**src/rtl/frs_pkg.sv**
```systemverilog
package frs_pkg;

  typedef enum logic [2:0] {
    ST_IDLE_CHARGE,
    ST_BROWNIN_CHECK,
    ST_RUN,
    ST_FAULT_DISCHARGE,
    ST_HICCUP_WAIT
  } frs_state_e;

  typedef enum logic [2:0] {
    FC_NONE,
    FC_OVERTEMP,
    FC_OVERCUR,
    FC_SUPPLY_OV,
    FC_OUTPUT,
    FC_BROWNOUT
  } frs_cause_e;

  typedef struct packed {
    logic overtemp;
    logic overcur;
    logic supply_ov;
    logic output_v;
    logic brownout;
  } frs_faults_t;

  // fixed priority: temperature, overcurrent, supply OV, output, brown-out
  function automatic frs_cause_e frs_pick(input frs_faults_t f);
    if (f.overtemp)       return FC_OVERTEMP;
    else if (f.overcur)   return FC_OVERCUR;
    else if (f.supply_ov) return FC_SUPPLY_OV;
    else if (f.output_v)  return FC_OUTPUT;
    else if (f.brownout)  return FC_BROWNOUT;
    else                  return FC_NONE;
  endfunction

endpackage

```
**src/rtl/frs_time_filter.sv**
```systemverilog
module frs_time_filter #(
  parameter int unsigned LIMIT = 16
) (
  input  logic clk,
  input  logic rst_n,
  input  logic clr,
  input  logic level,
  output logic hit
);
  localparam int unsigned CW  = (LIMIT > 1) ? $clog2(LIMIT) : 1;
  localparam logic [CW-1:0] TOP = CW'(LIMIT - 1);

  logic [CW-1:0] cnt_q, cnt_d;
  logic          cnt_en;

  always_comb begin
    cnt_en = 1'b0;
    cnt_d  = cnt_q;
    if (clr || !level) begin
      cnt_en = (cnt_q != '0);
      cnt_d  = '0;
    end else if (cnt_q != TOP) begin
      cnt_en = 1'b1;
      cnt_d  = cnt_q + 1'b1;
    end
  end

  always_ff @(posedge clk or negedge rst_n) begin
    if (!rst_n)      cnt_q <= '0;
    else if (cnt_en) cnt_q <= cnt_d;
  end

  assign hit = level && !clr && (cnt_q == TOP);

  a_r4_cnt_bounded: assert property (@(posedge clk) disable iff (!rst_n)
    cnt_q <= TOP);

  generate
    if (LIMIT > 1) begin : g_hold
      // a hit needs the level already present on the previous edge
      a_r4_hit_after_level: assert property (@(posedge clk) disable iff (!rst_n)
        hit |-> $past(level));
    end
  endgenerate

endmodule

```
**src/rtl/frs_cycle_filter.sv**
```systemverilog
module frs_cycle_filter #(
  parameter int unsigned COUNT = 3
) (
  input  logic clk,
  input  logic rst_n,
  input  logic clr,
  input  logic strobe,
  input  logic flag,
  output logic hit
);
  localparam int unsigned CW  = (COUNT > 1) ? $clog2(COUNT) : 1;
  localparam logic [CW-1:0] TOP = CW'(COUNT - 1);

  logic [CW-1:0] run_q, run_d;
  logic          run_en;

  always_comb begin
    run_en = 1'b0;
    run_d  = run_q;
    if (clr) begin
      run_en = 1'b1;
      run_d  = '0;
    end else if (strobe) begin
      run_en = 1'b1;
      if (!flag)            run_d = '0;
      else if (run_q != TOP) run_d = run_q + 1'b1;
    end
  end

  always_ff @(posedge clk or negedge rst_n) begin
    if (!rst_n)      run_q <= '0;
    else if (run_en) run_q <= run_d;
  end

  assign hit = strobe && flag && !clr && (run_q == TOP);

  a_r5_run_bounded: assert property (@(posedge clk) disable iff (!rst_n)
    run_q <= TOP);

  // count is dropped whenever a clean sample is seen
  a_r5_clean_resets: assert property (@(posedge clk) disable iff (!rst_n)
    (strobe && !flag) |=> (run_q == '0));

endmodule

```
**src/rtl/frs_brownout.sv**
```systemverilog
module frs_brownout #(
  parameter int unsigned WINDOW  = 1650000,
  parameter int unsigned RECHECK = 3
) (
  input  logic clk,
  input  logic rst_n,
  input  logic run,
  input  logic line_ok,
  input  logic strobe,
  output logic trip
);
  localparam int unsigned RW   = (RECHECK > 1) ? $clog2(RECHECK) : 1;
  localparam logic [RW-1:0] RTOP = RW'(RECHECK - 1);

  logic win_clr, win_level, win_hit;
  logic gate_seen_q, gate_seen_d;
  logic [RW-1:0] rck_q, rck_d;
  logic          rck_en;

  assign win_clr   = !run;
  assign win_level = !line_ok;

  frs_time_filter #(.LIMIT(WINDOW)) u_win (
    .clk   (clk),
    .rst_n (rst_n),
    .clr   (win_clr),
    .level (win_level),
    .hit   (win_hit)
  );

  always_comb begin
    gate_seen_d = gate_seen_q;
    rck_en      = 1'b0;
    rck_d       = rck_q;
    if (!run || line_ok) begin
      gate_seen_d = 1'b0;
      rck_en      = 1'b1;
      rck_d       = '0;
    end else begin
      if (strobe && !win_hit) gate_seen_d = 1'b1;
      if (win_hit && !gate_seen_q && strobe && (rck_q != RTOP)) begin
        rck_en = 1'b1;
        rck_d  = rck_q + 1'b1;
      end
    end
  end

  always_ff @(posedge clk or negedge rst_n) begin
    if (!rst_n) begin
      gate_seen_q <= 1'b0;
      rck_q       <= '0;
    end else begin
      gate_seen_q <= gate_seen_d;
      if (rck_en) rck_q <= rck_d;
    end
  end

  assign trip = win_hit && (gate_seen_q || (strobe && (rck_q == RTOP)));

  a_r10_trip_needs_low: assert property (@(posedge clk) disable iff (!rst_n)
    trip |-> (!line_ok && run));

  a_r10_recheck_bounded: assert property (@(posedge clk) disable iff (!rst_n)
    rck_q <= RTOP);

endmodule

```
**src/rtl/frs_restart_fsm.sv**
```systemverilog
module frs_restart_fsm
  import frs_pkg::*;
#(
  parameter int unsigned HIC_LL = 3,
  parameter int unsigned HIC_HL = 6
) (
  input  logic        clk,
  input  logic        rst_n,
  input  logic        vdd_on,
  input  logic        vdd_off,
  input  logic        line_ok,
  input  logic        high_line,
  input  frs_faults_t faults,
  output logic        run,
  output logic        sw_en,
  output logic        hv_src_en
);
  localparam int unsigned HMAX = (HIC_HL > HIC_LL) ? HIC_HL : HIC_LL;
  localparam int unsigned HW   = $clog2(HMAX + 1);
  localparam logic [HW-1:0] H_ONE = HW'(1);
  localparam logic [HW-1:0] H_LL  = HW'(HIC_LL);
  localparam logic [HW-1:0] H_HL  = HW'(HIC_HL);

  frs_state_e    state_q, state_d;
  logic [HW-1:0] hic_q, hic_d;
  logic          hic_en;
  frs_cause_e    cause;

  assign cause = frs_pick(faults);

  always_comb begin
    state_d = state_q;
    hic_en  = 1'b0;
    hic_d   = hic_q;
    unique case (state_q)
      ST_IDLE_CHARGE: begin
        if (vdd_on) state_d = ST_BROWNIN_CHECK;
      end
      ST_BROWNIN_CHECK: begin
        if (vdd_off) begin
          state_d = ST_IDLE_CHARGE;
        end else if (line_ok) begin
          state_d = ST_RUN;
        end else begin
          state_d = ST_FAULT_DISCHARGE;
          hic_en  = 1'b1;
          hic_d   = H_ONE;
        end
      end
      ST_RUN: begin
        if (cause != FC_NONE) begin
          state_d = ST_FAULT_DISCHARGE;
          hic_en  = 1'b1;
          if (cause == FC_OUTPUT) hic_d = high_line ? H_HL : H_LL;
          else                    hic_d = H_ONE;
        end else if (vdd_off) begin
          state_d = ST_IDLE_CHARGE;
        end
      end
      ST_FAULT_DISCHARGE: begin
        if (vdd_off) begin
          hic_en = 1'b1;
          if (hic_q <= H_ONE) begin
            state_d = ST_IDLE_CHARGE;
            hic_d   = '0;
          end else begin
            state_d = ST_HICCUP_WAIT;
            hic_d   = hic_q - 1'b1;
          end
        end
      end
      ST_HICCUP_WAIT: begin
        if (vdd_on) state_d = ST_FAULT_DISCHARGE;
      end
      default: state_d = ST_IDLE_CHARGE;
    endcase
  end

  always_ff @(posedge clk or negedge rst_n) begin
    if (!rst_n) begin
      state_q <= ST_IDLE_CHARGE;
      hic_q   <= '0;
    end else begin
      state_q <= state_d;
      if (hic_en) hic_q <= hic_d;
    end
  end

  assign run       = (state_q == ST_RUN);
  assign sw_en     = run;
  assign hv_src_en = (state_q == ST_IDLE_CHARGE) || (state_q == ST_BROWNIN_CHECK) ||
                     (state_q == ST_HICCUP_WAIT);

  a_r1_outputs_exclusive: assert property (@(posedge clk) disable iff (!rst_n)
    !(sw_en && hv_src_en));

  a_r2_start_via_check: assert property (@(posedge clk) disable iff (!rst_n)
    $rose(sw_en) |-> $past(state_q == ST_BROWNIN_CHECK) && $past(line_ok));

  a_r8_fault_never_runs: assert property (@(posedge clk) disable iff (!rst_n)
    (state_q == ST_FAULT_DISCHARGE) |=> (state_q != ST_RUN));

  a_r7_wait_has_budget: assert property (@(posedge clk) disable iff (!rst_n)
    (state_q == ST_HICCUP_WAIT) |-> (hic_q != '0));

  a_r7_budget_bounded: assert property (@(posedge clk) disable iff (!rst_n)
    hic_q <= HW'(HMAX));

endmodule

```
**src/rtl/fault_restart_seq.sv**
```systemverilog
module fault_restart_seq
  import frs_pkg::*;
#(
  parameter int unsigned SUPPLY_OV_CYC  = 7000,
  parameter int unsigned OUT_OV_CNT     = 3,
  parameter int unsigned OUT_UV_CNT     = 3,
  parameter int unsigned UV_BLANK_CYC   = 4000000,
  parameter int unsigned BO_WINDOW_CYC  = 1650000,
  parameter int unsigned BO_RECHECK_CNT = 3,
  parameter int unsigned HIC_LOW_LINE   = 3,
  parameter int unsigned HIC_HIGH_LINE  = 6
) (
  input  logic clk,
  input  logic rst_n,
  input  logic vdd_above_on,
  input  logic vdd_below_off,
  input  logic vdd_over,
  input  logic cycle_end,
  input  logic out_ov_smp,
  input  logic out_uv_smp,
  input  logic line_ok,
  input  logic temp_hot,
  input  logic ocp_abn,
  input  logic high_line,
  output logic sw_en,
  output logic hv_src_en
);
  logic        run, idle_clr;
  logic        vovp_hit, ov_hit, uv_hit, bo_trip;
  logic        blank_done, uv_clr;
  frs_faults_t faults;

  assign idle_clr = !run;
  assign uv_clr   = !run || !blank_done;

  frs_time_filter #(.LIMIT(SUPPLY_OV_CYC)) u_vovp (
    .clk(clk), .rst_n(rst_n), .clr(idle_clr), .level(vdd_over), .hit(vovp_hit)
  );

  frs_time_filter #(.LIMIT(UV_BLANK_CYC)) u_uv_blank (
    .clk(clk), .rst_n(rst_n), .clr(idle_clr), .level(run), .hit(blank_done)
  );

  frs_cycle_filter #(.COUNT(OUT_OV_CNT)) u_out_ov (
    .clk(clk), .rst_n(rst_n), .clr(idle_clr), .strobe(cycle_end),
    .flag(out_ov_smp), .hit(ov_hit)
  );

  frs_cycle_filter #(.COUNT(OUT_UV_CNT)) u_out_uv (
    .clk(clk), .rst_n(rst_n), .clr(uv_clr), .strobe(cycle_end),
    .flag(out_uv_smp), .hit(uv_hit)
  );

  frs_brownout #(.WINDOW(BO_WINDOW_CYC), .RECHECK(BO_RECHECK_CNT)) u_bo (
    .clk(clk), .rst_n(rst_n), .run(run), .line_ok(line_ok),
    .strobe(cycle_end), .trip(bo_trip)
  );

  always_comb begin
    faults.overtemp  = temp_hot;
    faults.overcur   = ocp_abn;
    faults.supply_ov = vovp_hit;
    faults.output_v  = ov_hit || uv_hit;
    faults.brownout  = bo_trip;
  end

  frs_restart_fsm #(.HIC_LL(HIC_LOW_LINE), .HIC_HL(HIC_HIGH_LINE)) u_fsm (
    .clk       (clk),
    .rst_n     (rst_n),
    .vdd_on    (vdd_above_on),
    .vdd_off   (vdd_below_off),
    .line_ok   (line_ok),
    .high_line (high_line),
    .faults    (faults),
    .run       (run),
    .sw_en     (sw_en),
    .hv_src_en (hv_src_en)
  );

  // undervoltage can only act once the startup blanking has elapsed
  a_r6_uv_after_blank: assert property (@(posedge clk) disable iff (!rst_n)
    uv_hit |-> blank_done);

  // an alarm seen while running leaves the run state on the next edge
  a_r9_alarm_stops: assert property (@(posedge clk) disable iff (!rst_n)
    (sw_en && (temp_hot || ocp_abn)) |=> !sw_en);

endmodule

```
**config.mk**
```make
export PLATFORM = sky130hd
export DESIGN_NAME = fault_restart_seq
export DESIGN_NICKNAME = d
export VERILOG_FILES = /design/src/rtl/frs_pkg.sv /design/src/rtl/frs_time_filter.sv /design/src/rtl/frs_cycle_filter.sv /design/src/rtl/frs_brownout.sv /design/src/rtl/frs_restart_fsm.sv /design/src/rtl/fault_restart_seq.sv
export SDC_FILE = /design/constraint.sdc
export NUM_CORES = 1
export LEC_CHECK = 0
export CAP_MARGIN = 5
export CORE_AREA = 2 2 84 86
export DETAILED_ROUTE_END_ITERATION = 8
export DIE_AREA = 0 0 86 88
export PLACE_DENSITY = 0.82
export RECOVER_POWER = 100
export SLEW_MARGIN = 20
export SYNTH_ARGS = -nofsm -noshare
export SYNTH_HDL_FRONTEND = slang
export SYNTH_SLANG_ARGS = --single-unit
```
**constraint.sdc**
```tcl
create_clock -name clk -period 5.6 [get_ports clk]
set_input_delay 0.84 -clock clk [delete_from_list [all_inputs] [get_ports clk]]
set_output_delay 0.84 -clock clk [all_outputs]
set_load 0.05 [all_outputs]
```
==> results of run 1 <==
[worst min-delay path by stage]
stage	startpoint	endpoint	cells past startpoint
global route	u_bo.rck_q[1]$_DFFE_PN0P_	u_bo.rck_q[1]$_DFFE_PN0P_	2
floorplan	u_out_ov.run_q[0]$_DFFE_PN0P_	u_out_ov.run_q[0]$_DFFE_PN0P_	1
finish	u_bo.rck_q[1]$_DFFE_PN0P_	u_bo.rck_q[1]$_DFFE_PN0P_	2
detailed placement	u_out_ov.run_q[0]$_DFFE_PN0P_	u_out_ov.run_q[0]$_DFFE_PN0P_	1
global placement	u_out_ov.run_q[0]$_DFFE_PN0P_	u_out_ov.run_q[0]$_DFFE_PN0P_	1
CTS	u_bo.rck_q[1]$_DFFE_PN0P_	u_bo.rck_q[1]$_DFFE_PN0P_	2
[cell families (layout without fill, tap and decap cells)]
group                      after synthesis  count (layout)  share of synthesized area (%)
xor gates and xnor gates                34              34                           7.67
DFF                                     69              69                           44.5
muxes                                    2               2                          0.548
and+or+nand+nor                        210             210                           28.7
AOI/OAI and AO/OA                       72              72                           11.5
adders and majority gates               11              11                           3.55
buffers and inverters                   33              53                           3.51
[power groups by stage]
stage / combinational (mW) / sequential, mW / clock, mW
final: 0.407 / 0.579 / 0.404
after global routing: 0.460 / 0.585 / 0.429
after CTS: 0.420 / 0.578 / 0.410
after detailed placement: 0.417 / 0.588 / 0
after global placement: 0.402 / 0.583 / 0
after floorplan: 0.333 / 0.570 / 0
[flip-flops by register name, summed over array words and instances, names as in the netlist]
signal	cells
u_out_uv.run_q	2
u_fsm.state_q	3
u_out_ov.run_q	2
u_bo.gate_seen_q	1
u_fsm.hic_q	3
u_vovp.cnt_q	13
u_bo.rck_q	2
u_uv_blank.cnt_q	22
u_bo.u_win.cnt_q	21
[final cells by class]
type / instances / area share (%)
inverter: 23 / 2.04
timing repair buffer: 14 / 3.13
clock inverter: 4 / 1.12
multi-input combinational: 329 / 47.2
clock buffer: 12 / 3.42
sequential: 69 / 40.7
tap: 80 / 2.36
[routing by layer]
| metal | global-route usage (%) | share of wire [%] | vias to the layer above |
|---|---|---|---|
| met5 | 0 | 0 | - |
| met4 | 7.07 | 1.0 | 0 |
| met3 | 4.24 | 4.3 | 8 |
| met2 | 37.1 | 47 | 66 |
| met1 | 31.4 | 48 | 1548 |
| li1 | - | - | 1559 |
[metrics by stage]
step | hold slack (ps) | worst slack [ps] | util, % | cells | area (um^2)
global route | 570 | 1820 | 63.8 | 531 | 4240
finish | 534 | 1990 | 63.8 | 531 | 4240
CTS | 537 | 2200 | 64.0 | 531 | 4260
global placement | 478 | 2320 | 61.1 | 515 | 4060
detailed placement | 501 | 2240 | 61.1 | 515 | 4060
floorplan | 460 | 3110 | - | 431 | 3880
[cell usage in the layout, fill, tap and decap left out, types with 2 or more instances in the layout]
master	netlist	layout
dlygate4sd3_1	0	5
or4_1	3	4
nand2_1	34	34
nor4b_1	2	2
and2_1	3	2
ha_1	11	11
nand2b_1	3	3
or3_1	7	7
or4_4	4	3
nor2b_1	4	5
a21oi_1	14	14
a22oi_1	3	3
o21ai_1	8	2
nor3_1	9	9
nand3_1	28	28
nor4_2	2	2
and4_1	6	6
and3_1	9	9
inv_1	22	23
o31ai_1	6	6
xnor2_1	16	16
clkbuf_1	7	2
clkbuf_8	0	10
nor2_1	65	65
nand4_1	14	14
o21ai_0	25	31
a31oi_1	3	3
nor4_1	7	7
clkinv_2	0	2
o211ai_1	2	2
dfrtp_1	69	69
clkdlybuf4s50_1	0	7
xor2_1	18	18
[critical path, delay by kind of cell]
kind	cells	cell delay, ps
buf+inv	1	590
compound gates	3	1120
simple gates	2	1310
==> results.txt, run 1 <==
Post-CTS Setup Inserts - 0
CP Capture Type - flop
share of cells above drive strength 1 - 5.99%
clk_lat worst skew - 350 ps
CTS tree - done
Peak VDD IR - 0.335 mV
Antenna Cells - 0
FFs w/ async S/R, synth - 100%
power density cells - 328 nW/um^2
clock share of power - 29.1%
total CTS buffers - 9
min-delay worst type - flop to flop
Final period util - 64.5%
Slew Limit Fails - 0
Psw - 0.512 mW
combinational cell fraction of total power - 29.3%
Cell Chain, Critical Path - dlygate4sd3_1 -> or4b_1 -> or4_1 -> a21boi_0 -> o21ai_0 -> o31ai_1
final WL - 8.06 mm
RR Endpoint - u_bo.u_win.cnt_q[8]$_DFFE_PN0P_
top-count cell post-synth - dfrtp_1
Worst Setup SP - line_ok
Worst EP arrival - 3860 ps
area grow syn2layout - 9.26%
H-tree Lvls - 3
DRC - 0
reg-to-reg startpoint - u_fsm.state_q[2]$_DFFE_PN0P_
# setup viols final - 0
# hold bufs at CTS - 0
Final HPWL DP - 5.56 mm
FF+latch count, synth - 69
DR WL/cell - 15.2 um
Yosys top cell by area - dfrtp_1
area taken by multi-input logic gates - 2000 um^2
row cnt - 30
cts repair resizes - 0
switching part of the total - 36.8%
Synth Instances - 431
Syn Nets - 454
Reg2Reg Depth - 5
CTS Buffer Depth - 2
via count - 3181
Core ar. - 6640 um^2
Setup crit start kind - input pin
outcome - finished, final reports clean
Die W - 86 um
DR pass1 iterations - 4
Crit Path Max Fanout - 12
slowest CP cell - a21boi_0
Post-Route Skew - 12.0 ps
worst slew pin tran - 973 ps
Clock Sinks - 69
Routed Antenna Nets - 0
Largest stage delay, worst path - 780 ps
top_reg_cell synth - dfrtp_1
Worst R2R Setup Slack - 2670 ps
total chip power - 1.39 mW
initial antenna violation count - 0
GRT overflow - 0
Seq pwr share - 41.7%
Vias/cell - 5.99
synth unique cells - 56
layout filler cell count - 551
most instantiated cells after synthesis - dfrtp_1, nor2_1, nand2_1
clock-pin transition on the worst setup and hold timing paths - 70 ps
P_leak - 1.79 nW
initial DRC count - 144
Die H - 88 um
slew margin rel. - 34.6%
setup TNS - 0 ps
WP data required - 5850 ps
global-route wire length before repair - 13.8 mm
crit path time final - 3610 ps
Warnings, synthesis - 0
die area - 7570 um^2
root buffer cell - clkbuf_8
PortBufs - 13
sequential area share after synthesis - 44.5%
WS Path Type - input pin to flop
io pins - 14
RSZ-0062 raised after global routing - false
final hold violations - 0
largest net degree at the start of global routing - 70
P_int - 0.879 mW
Mean Syn Cell Area - 9.00 um^2
vias in the first global route - 2998
gpl congestion - 0.841
EDFF count, synth - 0
initial core utilization - 58.4%
share of the synthesized area in the top cell type - 44.5%
fmax - 0.277 GHz
total track usage - 22.9%
critical path endpoint - u_bo.u_win.cnt_q[8]$_DFFE_PN0P_
Seq. cell area - 1730 um^2
max cap viols - 0
# nets final - 469
Synth area leaders - dfrtp_1, nor2_1, xor2_1, nand3_1, xnor2_1
Syn Std Cell Area - 3880 um^2
(Power assumes the default switching activity.)
==> run 2: changes to the inputs <==
- clock period: 5.6 -> 3.75 ns (I/O delays scaled with it)
==> run 2 against run 1 <==
The run now ends with max-capacitance violations, max-slew violations left. Clock power grew 66%. Non-clock buffer count grew 1. Clock-buffer cell count shrank 2. Highest routed layer unchanged. Die area is the same. Wire length shrank 2.9%.
==> results.txt, run 2 (synthesized netlist as in run 1, its figures left out) <==
# hold bufs at CTS - 0 (unchanged)
Worst R2R Setup Slack - 890 ps (-1780 ps)
worst slew pin tran - 1540 ps (+566 ps)
row cnt - 30 (unchanged)
max cap viols - 1 (+1)
GRT overflow - 0 (unchanged)
fmax - 0.308 GHz
cts repair resizes - 0 (unchanged)
initial core utilization - 58.4% (unchanged)
die area - 7570 um^2 (unchanged)
Post-CTS Setup Inserts - 0 (unchanged)
clk_lat worst skew - 340 ps (about the same)
global-route wire length before repair - 14.1 mm (+2.4%)
Final Worst Setup Slack - 498 ps (-1490 ps)
gpl congestion - 0.827 (-1.8%)
# setup viols final - 0 (unchanged)
DR WL/cell - 14.7 um (-3.1%)
outcome - complete, but fails checks
largest net degree at the start of global routing - 43 (-39%)
min-delay worst type - flop to flop
fin area - 4270 um^2 (+0.68%)
Most flops, register - u_uv_blank.cnt_q
DRC - 0 (unchanged)
Die W - 86 um (unchanged)
CTS tree - done
Routed Antenna Nets - 0 (unchanged)
WP data required - 3190 ps (-2660 ps)
final hold violations - 0 (unchanged)
RR Endpoint - u_fsm.hic_q[1]$_DFFE_PN0P_
H-tree Lvls - 3 (unchanged)
Slew Limit Fails - 29 (+29)
reg-to-reg startpoint - u_fsm.state_q[1]$_DFFE_PN0P_
hold path startpoint - u_out_ov.run_q[0]$_DFFE_PN0P_
failing checks - max-capacitance violations, max-slew violations
via count - 3217 (+1.1%)
Crit Path Max Fanout - 16 (+4)
Clock Sinks - 69 (unchanged)
most frequent cells in the layout - dfrtp_1, nor2_1, nand2_1
initial antenna violation count - 0 (unchanged)
Core ar. - 6640 um^2 (unchanged)
final WL - 7.83 mm (-2.9%)
Peak VDD IR - 0.400 mV (+19%)
vias in the first global route - 3194 (+6.5%)
Die H - 88 um (unchanged)
# nets final - 470 (+0.21%)
DP Area - 4070 um^2 (+0.18%)
WS Path Type - flop to output port
Hold EP - u_out_ov.run_q[0]$_DFFE_PN0P_
hold depth - 1 (-1)
power density cells - 499 nW/um^2 (+52%)
P_leak - 1.80 nW (+0.63%)
Final period util - 86.7%
commonest non-fill, non-tap cell in the layout - dfrtp_1
area grow syn2layout - 10.0%
CP Capture Type - output port
crit path time final - 3250 ps
total CTS buffers - 9 (unchanged)
top flop regs - u_uv_blank.cnt_q (22), u_bo.u_win.cnt_q (21), u_vovp.cnt_q (13)
max reg flops - 22 (unchanged)
post-place setup slack - 683 ps (-1560 ps)
CTS Buffer Depth - 2 (unchanged)
Antenna Cells - 0 (unchanged)
setup TNS - 0 ps (unchanged)
slew margin rel. - -2.59% (-37 points)
share of cells above drive strength 1 - 6.42% (+0.43 points)
Vias/cell - 6.05 (+0.94%)
Post-Route Skew - 6.34 ps (-5.68 ps)
Setup crit start kind - flop
Reg2Reg Depth - 8 (+3)
Worst EP arrival - 2690 ps (-1170 ps)
root buffer cell - clkbuf_8
io pins - 14 (unchanged)
RSZ-0062 raised after global routing - false
initial DRC count - 169 (+17%)
DR pass1 iterations - 5 (+1)
clock-pin transition on the worst setup and hold timing paths - 70 ps (about the same)
total track usage - 23.3% (+0.39 points)
Final HPWL DP - 5.51 mm (-0.92%)
PortBufs - 13 (unchanged)
-- run 2: through the flow --
| step | total power [mW] | hold WS, ps | util [%] | std cells |
|---|---|---|---|---|
| after floorplan | 1.35 | 267 | - | 431 |
| after global placement | 1.48 | 479 | 61.3 | 516 |
| after detailed placement | 1.50 | 493 | 61.3 | 516 |
| after CTS | 2.17 | 256 | 64.6 | 532 |
| after global routing | 2.26 | 539 | 64.2 | 532 |
| final | 2.13 | 507 | 64.2 | 532 |
-- run 2: where the power goes --
part | leakage (nW) | switching [mW] | internal, mW | total [mW]
clock | 0.112 | 0.281 | 0.391 | 0.672
combinational | 0.739 | 0.404 | 0.192 | 0.596
sequential | 0.951 | 0.0667 | 0.796 | 0.863
-- run 2: worst max path at each step --
stage / slack, ps / start / to / depth (start not counted)
3_5_place_dp: 680 / line_ok / u_bo.u_win.cnt_q[5]$_DFFE_PN0P_ / 6
4_1_cts: 790 / u_fsm.state_q[1]$_DFFE_PN0P_ / sw_en / 4
5_1_grt: 360 / u_fsm.state_q[1]$_DFFE_PN0P_ / sw_en / 4
3_3_place_gp: 750 / line_ok / u_bo.u_win.cnt_q[5]$_DFFE_PN0P_ / 6
2_1_floorplan: 1540 / line_ok / u_bo.u_win.cnt_q[5]$_DFFE_PN0P_ / 5
6_report: 500 / u_fsm.state_q[1]$_DFFE_PN0P_ / sw_en / 4
-- run 2: critical path: stages (launching register included) --
cell and delay (ps):
dfrtp_1 470, or3b_1 360, clkbuf_1 320, inv_2 280, dlygate4sd3_1 900
-- run 2: area by class of cell --
cell class              count  area (um^2)
flip-flops and latches     69         1730
fillers                   544         2380
well taps                  80          100
clock buffers              10          138
clock inverters             6         86.3
inverters                  23         86.3
multi-input cells         329         2000
repair buffers             15          133
-- run 2: per-layer routing --
metal / global-route usage (%) / vias up / share of wire (%)
li1: - / 1555 / -
met1: 30.4 / 1589 / 47
met2: 38.1 / 61 / 48
met3: 5.56 / 12 / 3.6
met4: 8.23 / 0 / 1.4
met5: 0 / - / 0
==> run 3: changes to the inputs <==
- CORE_AREA: 2 2 84 86 -> 2 2 92 94
- DIE_AREA: 0 0 86 88 -> 0 0 94 96
- PLACE_DENSITY: 0.82 -> 0.73
==> run 3 against run 2 <==
Highest routed layer unchanged. Total power grew 2.8%. The run still ends with max-capacitance violations, max-slew violations left. First-iteration DRC count shrank 0.59%. Clock power grew 7.9%. Flip-flop and latch count is the same. Non-clock buffer count is the same. Global-route usage shrank 4.1 points.
==> results.txt, run 3 (synthesized netlist as in run 1, its figures left out) <==
outcome - complete, but fails checks
failing checks - max-capacitance violations, max-slew violations
Post-CTS Setup Inserts - 0 (unchanged)
Setup crit start kind - flop
commonest non-fill, non-tap cell in the layout - dfrtp_1
cts repair resizes - 0 (unchanged)
total chip power - 2.19 mW (+2.8%)
Routed Antenna Nets - 0 (unchanged)
clock-pin transition on the worst setup and hold timing paths - 80 ps (about the same)
initial DRC count - 168 (-0.59%)
Slew Limit Fails - 44 (+52%)
root buffer cell - clkbuf_8
# nets final - 470 (unchanged)
clk_lat worst skew - 340 ps (about the same)
power density cells - 509 nW/um^2 (+2.0%)
Die W - 94 um (+9.3%)
Core ar. - 8050 um^2 (+21%)
final WL - 8.02 mm (+2.4%)
row cnt - 33 (+10%)
total CTS buffers - 9 (unchanged)
Largest stage delay, worst path - 930 ps (+30 ps)
WP buf/inv - 2 (-1)
Vias/cell - 5.68 (-6.0%)
max cap viols - 1 (unchanged)
WS Path Type - flop to output port
setup TNS - 0 ps (unchanged)
CTS Buffer Depth - 2 (unchanged)
RSZ-0062 raised after global routing - false
Antenna Cells - 0 (unchanged)
Cell Chain, Critical Path - or3b_1 -> inv_1 -> dlygate4sd3_1
Most flops, register - u_uv_blank.cnt_q
CTS tree - done
DR pass1 iterations - 5 (unchanged)
Clock Sinks - 69 (unchanged)
slew margin rel. - -52.4% (-50 points)
min-delay worst type - flop to flop
# hold bufs at CTS - 0 (unchanged)
layout filler cell count - 762 (+40%)
Seq. cell area - 1730 um^2 (unchanged)
most frequent cells in the layout - dfrtp_1, nor2_1, nand2_1
total track usage - 19.1% (-4.1 points)
share of cells above drive strength 1 - 5.54% (-0.87 points)
Top delay family on crit path - buffers and inverters
gpl congestion - 0.811 (-1.9%)
top flop regs - u_uv_blank.cnt_q (22), u_bo.u_win.cnt_q (21), u_vovp.cnt_q (13)
DR WL/cell - 14.4 um (-2.0%)
max reg flops - 22 (unchanged)
H-tree Lvls - 3 (unchanged)
DRC - 0 (unchanged)
largest net degree at the start of global routing - 44 (+2.3%)
area taken by multi-input logic gates - 1990 um^2 (-0.50%)
Crit Path Max Fanout - 11 (-5)
GRT overflow - 0 (unchanged)
area grow syn2layout - 10.9%
initial core utilization - 48.2% (-10 points)
PortBufs - 13 (unchanged)
die area - 9020 um^2 (+19%)
io pins - 14 (unchanged)
initial antenna violation count - 0 (unchanged)
# setup viols final - 0 (unchanged)
vias in the first global route - 3062 (-4.1%)
final hold violations - 0 (unchanged)
global-route wire length before repair - 13.9 mm (-1.4%)
Peak VDD IR - 0.438 mV (+9.6%)
CP Capture Type - output port
WP data required - 3190 ps (about the same)
worst slew pin tran - 2290 ps (+747 ps)
via count - 3160 (-1.8%)
Die H - 96 um (+9.1%)
crit path time final - 3000 ps (-247 ps)
Post-Route Skew - 14.5 ps (+8.16 ps)
Final HPWL DP - 5.66 mm (+2.9%)
Worst EP arrival - 2440 ps (-250 ps)
slowest CP cell - dlygate4sd3_1
Final period util - 80.1% (-6.6 points)
fmax - 0.333 GHz (+8.2%)
P_leak - 1.81 nW (+0.51%)
## run 3: cell type report
cell class / count / share of cell area, %
multi-input cells: 329 / 46.2
repair buffers: 15 / 3.08
inverters: 23 / 2.01
well taps: 105 / 3.05
clock inverters: 6 / 2.62
clock buffers: 9 / 2.88
flip-flops and latches: 69 / 40.1
## run 3: through the flow
stage	setup WS [ps]	hold slack, ps	area [um^2]	util (%)	cells
after floorplan	1540	267	3880	-	431
after global placement	744	478	4100	50.9	541
after detailed placement	651	500	4100	50.9	541
after CTS	909	392	4340	53.9	556
after global routing	631	513	4300	53.4	556
final	746	508	4300	53.4	556
## run 3: worst register-to-register path: cells and delay by family, from the launching register on
kind / cells / cell delay, ps
compound gates: 3 / 950
simple gates: 3 / 1250
flops: 1 / 430
## run 3: worst paths after layout
| check | startpoint | endpoint | slack, ps | cells after the start |
|---|---|---|---|---|
| max | u_fsm.state_q[1]$_DFFE_PN0P_ | sw_en | 750 | 3 |
| min | u_out_ov.run_q[0]$_DFFE_PN0P_ | u_out_ov.run_q[0]$_DFFE_PN0P_ | 510 | 1 |
| max reg2reg | u_uv_blank.cnt_q[9]$_DFFE_PN0P_ | u_fsm.hic_q[0]$_DFFE_PN0P_ | 1020 | 6 |
| min reg2reg | u_out_ov.run_q[0]$_DFFE_PN0P_ | u_out_ov.run_q[0]$_DFFE_PN0P_ | 510 | 1 |
| max in group asynchronous | rst_n | u_bo.rck_q[0]$_DFFE_PN0P_ | 1160 | 2 |
| min in group asynchronous | rst_n | u_bo.u_win.cnt_q[19]$_DFFE_PN0P_ | 900 | 1 |
## run 3: report_power, final
part           internal (mW)  switching (mW)  total (mW)
Sequential             0.796          0.0647       0.861
Clock                  0.439           0.286       0.725
Combinational          0.192           0.414       0.605
Total                   1.43           0.764        2.19
## run 3: routing by layer
metal  vias up  routed length (um)  GRT usage (%)
li1       1552                   -              -
met1      1518                3820           26.9
met2        84                3710           30.7
met3         6                 396           3.29
met4         0                  85           5.43
met5         -                   0              0
